===== src/rtl/sdo_pkg.sv =====
package sdo_pkg;
  localparam int unsigned SDO_SD_W  = 10;
  localparam int unsigned SDO_REP   = 4;

  typedef enum logic {
    SDO_MODE_SD = 1'b0,
    SDO_MODE_HD = 1'b1
  } sdo_mode_e;
endpackage


===== src/rtl/sdo_ce_gen.sv =====
module sdo_ce_gen (
  input  logic clk,
  input  logic rst,
  input  logic hd,
  output logic ce
);
  // phase 0 = enabled cycle; held at 0 in reset and in HD mode
  logic phase_q;

  always_ff @(posedge clk) begin
    if (rst || hd) phase_q <= 1'b0;
    else           phase_q <= ~phase_q;
  end

  assign ce = hd | ~phase_q;
endmodule


===== src/rtl/sdo_replicate.sv =====
module sdo_replicate #(
  parameter int unsigned IN_W = 5,
  parameter int unsigned REP  = 4
) (
  input  logic [IN_W-1:0]     bits_in,
  output logic [IN_W*REP-1:0] bits_out
);
  for (genvar g = 0; g < IN_W; g++) begin : g_bit
    assign bits_out[g*REP +: REP] = {REP{bits_in[g]}};
  end
endmodule


===== src/rtl/sd_oversampler.sv =====
module sd_oversampler #(
  parameter int unsigned SD_W = sdo_pkg::SDO_SD_W,
  parameter int unsigned REP  = sdo_pkg::SDO_REP,
  localparam int unsigned HALF  = SD_W / 2,
  localparam int unsigned OUT_W = HALF * REP
) (
  input  logic             clk,
  input  logic             rst,
  input  logic             hd_sel,
  input  logic [OUT_W-1:0] in_word,
  output logic             ce,
  output logic [OUT_W-1:0] tx_word
);
  import sdo_pkg::*;

  sdo_mode_e mode;
  assign mode = sdo_mode_e'(hd_sel);

  logic hd_on;
  assign hd_on = (mode == SDO_MODE_HD);

  logic [HALF-1:0]  hold_q;
  logic [OUT_W-1:0] rep_lo;
  logic [OUT_W-1:0] rep_hi;
  logic [OUT_W-1:0] tx_q;

  sdo_ce_gen u_ce (
    .clk (clk),
    .rst (rst),
    .hd  (hd_on),
    .ce  (ce)
  );

  sdo_replicate #(.IN_W(HALF), .REP(REP)) u_rep_lo (
    .bits_in  (in_word[HALF-1:0]),
    .bits_out (rep_lo)
  );

  sdo_replicate #(.IN_W(HALF), .REP(REP)) u_rep_hi (
    .bits_in  (hold_q),
    .bits_out (rep_hi)
  );

  always_ff @(posedge clk) begin
    if (rst) begin
      tx_q   <= '0;
      hold_q <= '0;
    end else if (hd_on) begin
      tx_q   <= in_word;
    end else if (ce) begin
      tx_q   <= rep_lo;
      hold_q <= in_word[SD_W-1:HALF];
    end else begin
      tx_q   <= rep_hi;
    end
  end

  assign tx_word = tx_q;
endmodule


===== config.mk =====
export PLATFORM = sky130hd
export DESIGN_NAME = sd_oversampler
export DESIGN_NICKNAME = d
export VERILOG_FILES = /design/src/rtl/sdo_pkg.sv /design/src/rtl/sdo_ce_gen.sv /design/src/rtl/sdo_replicate.sv /design/src/rtl/sd_oversampler.sv
export SDC_FILE = /design/constraint.sdc
export NUM_CORES = 1
export LEC_CHECK = 0
export ABC_AREA = 1
export BUFFER_PORTS_ARGS = -buffer_cell sky130_fd_sc_hd__buf_2
export CAP_MARGIN = 20
export CORE_MARGIN = 2
export CORE_UTILIZATION = 42
export DETAILED_ROUTE_END_ITERATION = 16
export PLACE_DENSITY = 0.72
export SLEW_MARGIN = 30
export SYNTH_ARGS = -nofsm -noshare
export SYNTH_HDL_FRONTEND = slang
export SYNTH_SLANG_ARGS = --single-unit

===== constraint.sdc =====
create_clock -name clk -period 1.6 [get_ports clk]
set_input_delay 0.24 -clock clk [delete_from_list [all_inputs] [get_ports clk]]
set_output_delay 0.24 -clock clk [all_outputs]
set_load 0.02 [all_outputs]

==> Word level (Yosys, flattened, before mapping) <==
Cells that the tools add are included.
{ "classes": {"n_mux": 2, "n_bitwise": 3, "reduce_logical": 2} }
{ "ops": {"columns": ["cell", "count"], "rows": [
  ["2-to-1 mux 20 bit", 2],
  ["NOT 1 bit", 2],
  ["AND reduction 2 bit", 1],
  ["logical OR 1 bit", 1],
  ["bitwise OR 1 bit", 1]
]} }
{ "word_totals": {"ff_bits": 26, "in_bits": 23, "out_inout_bits": 21, "wordCells": 10} }

==> Depth between registers and ports, before layout <==
{ "depth": {"depth_word": 4, "depth_mapped": 6, "depth_no_buf": 5} }

==> By module <==
A second synthesis with hierarchy kept.
{ "unflattened": {"hier_cells": 251, "area_unflattened_um2": 1629.1} }
{ "modules_own_cells": {"columns": ["module", "instances", "cells_per_inst", "area_per_inst_um2", "seq_area_each_um2"], "rows": [
  ["sd_oversampler", 1, 205, 1285.0, 500.5],
  ["sdo_replicate", 2, 20, 150.1, 0.0],
  ["sdo_ce_gen", 1, 6, 43.8, 20.0]
]} }

==> Worst setup path after synthesis <==
Ideal clock, no wire load.
{ "synth_path": {"path_type": "flip-flop to flip-flop", "from": "register u_ce.phase_q", "to": "register tx_q[1] (netlist: tx_word[1])", "setup_ns": 0.109, "arrival_ns": 0.805, "required_ns": 1.491, "path_slack_ns": 0.686, "path_stages_with_launch": 7, "path_buffers": 1, "period_less_slack_ns": 0.914, "cell_sequence": "dfxtp_1 -> nor2_2 -> buf_6 -> nand2_2 -> nand3_1 -> nand2_1 -> inv_1"} }
{ "synth_between": {"elab_chain_cells": 4} }
{ "synth_rtl": {"columns": ["element", "line", "rtl"], "rows": [
  ["start, declared", "sdo_ce_gen.sv:8", "logic phase_q;"],
  ["start signal, assigned", "sdo_ce_gen.sv:12", "else phase_q <= ~phase_q;"],
  ["NOT 1 bit", "sdo_ce_gen.sv:15", "assign ce = hd | ~phase_q;"],
  ["bitwise OR 1 bit", "sdo_ce_gen.sv:15", null],
  ["2-to-1 mux 20 bit", "sd_oversampler.sv:50", "end else if (ce) begin"],
  ["2-to-1 mux 20 bit", "sd_oversampler.sv:48", "end else if (hd_on) begin"],
  ["end signal, assigned", "sd_oversampler.sv:49", "tx_q <= in_word;"],
  ["end signal, assigned", "sd_oversampler.sv:51", "tx_q <= rep_lo;"],
  ["end signal, assigned", "sd_oversampler.sv:54", "tx_q <= rep_hi;"],
  ["end, declared", "sd_oversampler.sv:25", "logic [OUT_W-1:0] tx_q;"]
]} }
Every way passes these cells.
A chain may end at the register's enable or synchronous reset.

==> Final worst setup path <==
{ "layout_path": {"from": "register u_ce.phase_q", "to": "output ce"} }
{ "layout_between": {"elab_chain_cells": 2} }
{ "layout_rtl": {"columns": ["element", "line", "rtl"], "rows": [
  ["NOT 1 bit", "sdo_ce_gen.sv:15", null],
  ["bitwise OR 1 bit", "sdo_ce_gen.sv:15", null],
  ["end, declared", "sd_oversampler.sv:11", "output logic ce,"]
]} }
Every way passes these cells.

==> summary.txt <==
Clock tree
  – Post-CTS Hold Buffers: 0
  – Worst-skew pair later-pin latency: roughly 0.30 ns
  – TritonCTS clock tree: built
  – H-Tree Depth: 1
  – Clock transition at the registers of the reported paths: about 0.12 ns
  – Root Buffer Master: clkbuf_4
  – Count of clock tree sinks: 26
  – Setup Buffers After CTS: 0
  – Count of cells resized by post-cts repair: 0
  – Clock buffer count from CTS: 3
  – Clock buffer depth: 2

Job
  – Number of max-capacitance violations reported: 0

Final layout
  – Sequential cell area: about 520 um2
  – Layout Utilization: 0.567
  – Fraction of final layout cells sized beyond drive strength 1: 0.299
  – Area of combinational cells with multiple inputs: between 300 and 400 um2
  – Ant diodes: 0
  – Most common library cell in the layout ignoring fill and taps: buf_2
  – Final #Nets: 209
  – Final non-filler cell area: 1290 um2
  – FILL cells: between 200 and 250
  – Growth of design area from synthesis to finish: 24.8%
  – Final non-filler cell total: between 200 and 250
  – Most used cells in the layout excluding fill and tap cells: buf_2 (43), nand2_1 (41), dfxtp_1 (26), nand3_1 (24), inv_1 (21)

Logic synthesis
  – Share of the yosys chip area belonging to registers: 0.504
  – Post-synth cell types: 15
  – Combined area of all synthesized cells: just over 1000 um2
  – Warnings from Yosys: 0
  – Area share of fa/ha/maj cells after synthesis: 0
  – Average cell area after synthesis: 7.38 um2
  – Largest family of logic cells by synthesized area: simple AND/OR/NAND/NOR gates
  – Net count after synthesis: approximately 160
  – Fraction of the mapped netlist area in compound gates: 0.0291
  – Post-Synthesis Cells: 140
  – Number of flip-flops and latches in the synthesized netlist: 26
  – Mux contribution to synthesized area: 0
  – Simple logic cell fraction of the synthesized area: 0.350
  – Xor and xnor fraction of the mapped netlist area: 0

STA
  – Clock period minus worst slack: approximately 1.3 ns
  – Skew final: roughly 0.0036 ns
  – Fin worst setup slack: between 0.3 and 0.4 ns
  – Fmax: 777 MHz
  – Total negative slack: 0 ns
  – Remaining max-slew budget at the tightest pin: 0.662
  – Final setup vio count: 0
  – Tightest Pin Transition: 0.506 ns
  – Final hold viol count: 0
  – Final-report max-slew violation count: 0
  – Final clock period utilization by the worst path: 0.804
  – RSZ-0062 raised after global routing: false

Placed design
  – Dpl cells: ~210
  – IO Port Bufs: 43
  – Placed standard-cell area: about 1300 um2
  – Routability-driven placement congestion ratio: 0.838
  – Detail Placement HPWL: about 1700 um
  – Setup slack at placement: about 0.38 ns

Detailed routing
  – Wire length reported by the detailed router: between 2000 and 2500 um
  – Initial DRT Pass Iterations: 4
  – DRT antenna net count: 0
  – Total via count after detailed routing: approximately 960
  – DR DRC count: 0
  – Number of DRC markers in iteration 0: 9
  – Average via count per standard cell: around 4.5
  – Routed wire length per instance: 9.68 um

Global routing
  – Wire length of the first global-routing pass: 3200 um
  – GRT Overall Usage: 0.155
  – Gr ovfl total: 0
  – Vias in the first global route: 772
  – Initial antenna violation count: 0
  – Largest net degree at the start of global routing: 20

Run status
  – Outcome: finished, final reports clean

Pwr
  – Switching part of the total: 0.273
  – Worst IR drop on VDD: about 0.00055 V
  – Share of power burned in combinational logic: 0.195
  – Power per Cell Area: 924 nW/um2
  – Pint: 0.867 mW
  – Net Sw Power: about 0.33 mW
  – Reg power frac: 0.592
  – Clock share of power: 0.213
  – Leakage power of the design: between 0.8 and 0.9 nW

Floorplanning
  – Number of core rows: 17
  – Die boundary width: 53.6 um
  – Standard cell core area: between 2000 and 2500 um2
  – Die Y-Extent: 53.6 um
  – Starting density of the core: 0.454
  – Floorplan die area: 2870 um2
  – Top-level I/O count: between 40 and 50

Setup path
  – Crit-path max FO: 7
  – Worst setup path category: reg2out
  – Critical Path End Type: output port
  – Nature of the critical path startpoint: flop
  – Arrival time of data at the critical path endpoint: about 1.1 ns
  – Required @ worst endpoint: 1.36 ns

Worst hold path
  – Classification of the worst-slack hold path: in2reg
[critical path: stages, from the launching register on]
cell	delay (ns)
dfxtp_1	0.47
nand2_1	0.10
buf_2	0.17
[registers in the layout, indices dropped and copies added, names as in the netlist]
signal	flops
u_ce.phase_q	1
hold_q	5
tx_word	20
[synth_stat cells (all sizes together)]
master  instances  share of area
dfxtp          26           0.50
nor2           12          0.046
nand2          45           0.19
inv            22          0.080
nand3          24           0.12
o21ai           5          0.024
buf             5          0.038
a21oi           1         0.0048
[final timing paths]
check,start,end,slack (ns),cells after the start
setup / recovery,u_ce.phase_q,ce,0.31,2
hold / removal,rst,u_ce.phase_q,0.10,2
setup reg to reg,u_ce.phase_q,tx_word[4],0.42,6
hold reg to reg,hold_q[3],hold_q[3],0.54,2
[power groups by stage]
stage                     combinational (mW)  sequential, mW  clock [mW]
after global placement                 0.230           0.720           0
after global routing                   0.261           0.710       0.285
after floorplan                        0.106           0.765           0
after detailed placement               0.233           0.721           0
final                                  0.232           0.706       0.254
after CTS                              0.234           0.707       0.263
[kinds of logic after synthesis]
kind of cell           Yosys count
AND/OR/NAND/NOR                 81
AO/OA/AOI/OAI                    6
flip-flops                      26
buffers and inverters           27
[layer usage]
layer | part of all wire | vias up | global-route usage
met5 | 0 | - | 0
met4 | 0.012 | 0 | 0.0641
met3 | 0.046 | 4 | 0.0250
met2 | 0.51 | 19 | 0.263
met1 | 0.43 | 419 | 0.194
li1 | - | 514 | -
[layout make-up]
cell class / count / area share
clock buffer: 3 / 0.0175
inverter: 22 / 0.0640
multi-input combinational: 87 / 0.304
sequential: 26 / 0.403
tap: 28 / 0.0272
timing repair buffer: 46 / 0.184
[per-stage QoR]
| step | hold WS, ns | total power, mW |
|---|---|---|
| after floorplan | 0.309 | 0.871 |
| after global placement | 0.431 | 0.949 |
| after detailed placement | 0.434 | 0.954 |
| after CTS | 0.0974 | 1.20 |
| after global routing | 0.117 | 1.26 |
| final | 0.104 | 1.19 |
Power figures use the tool's default switching activity.
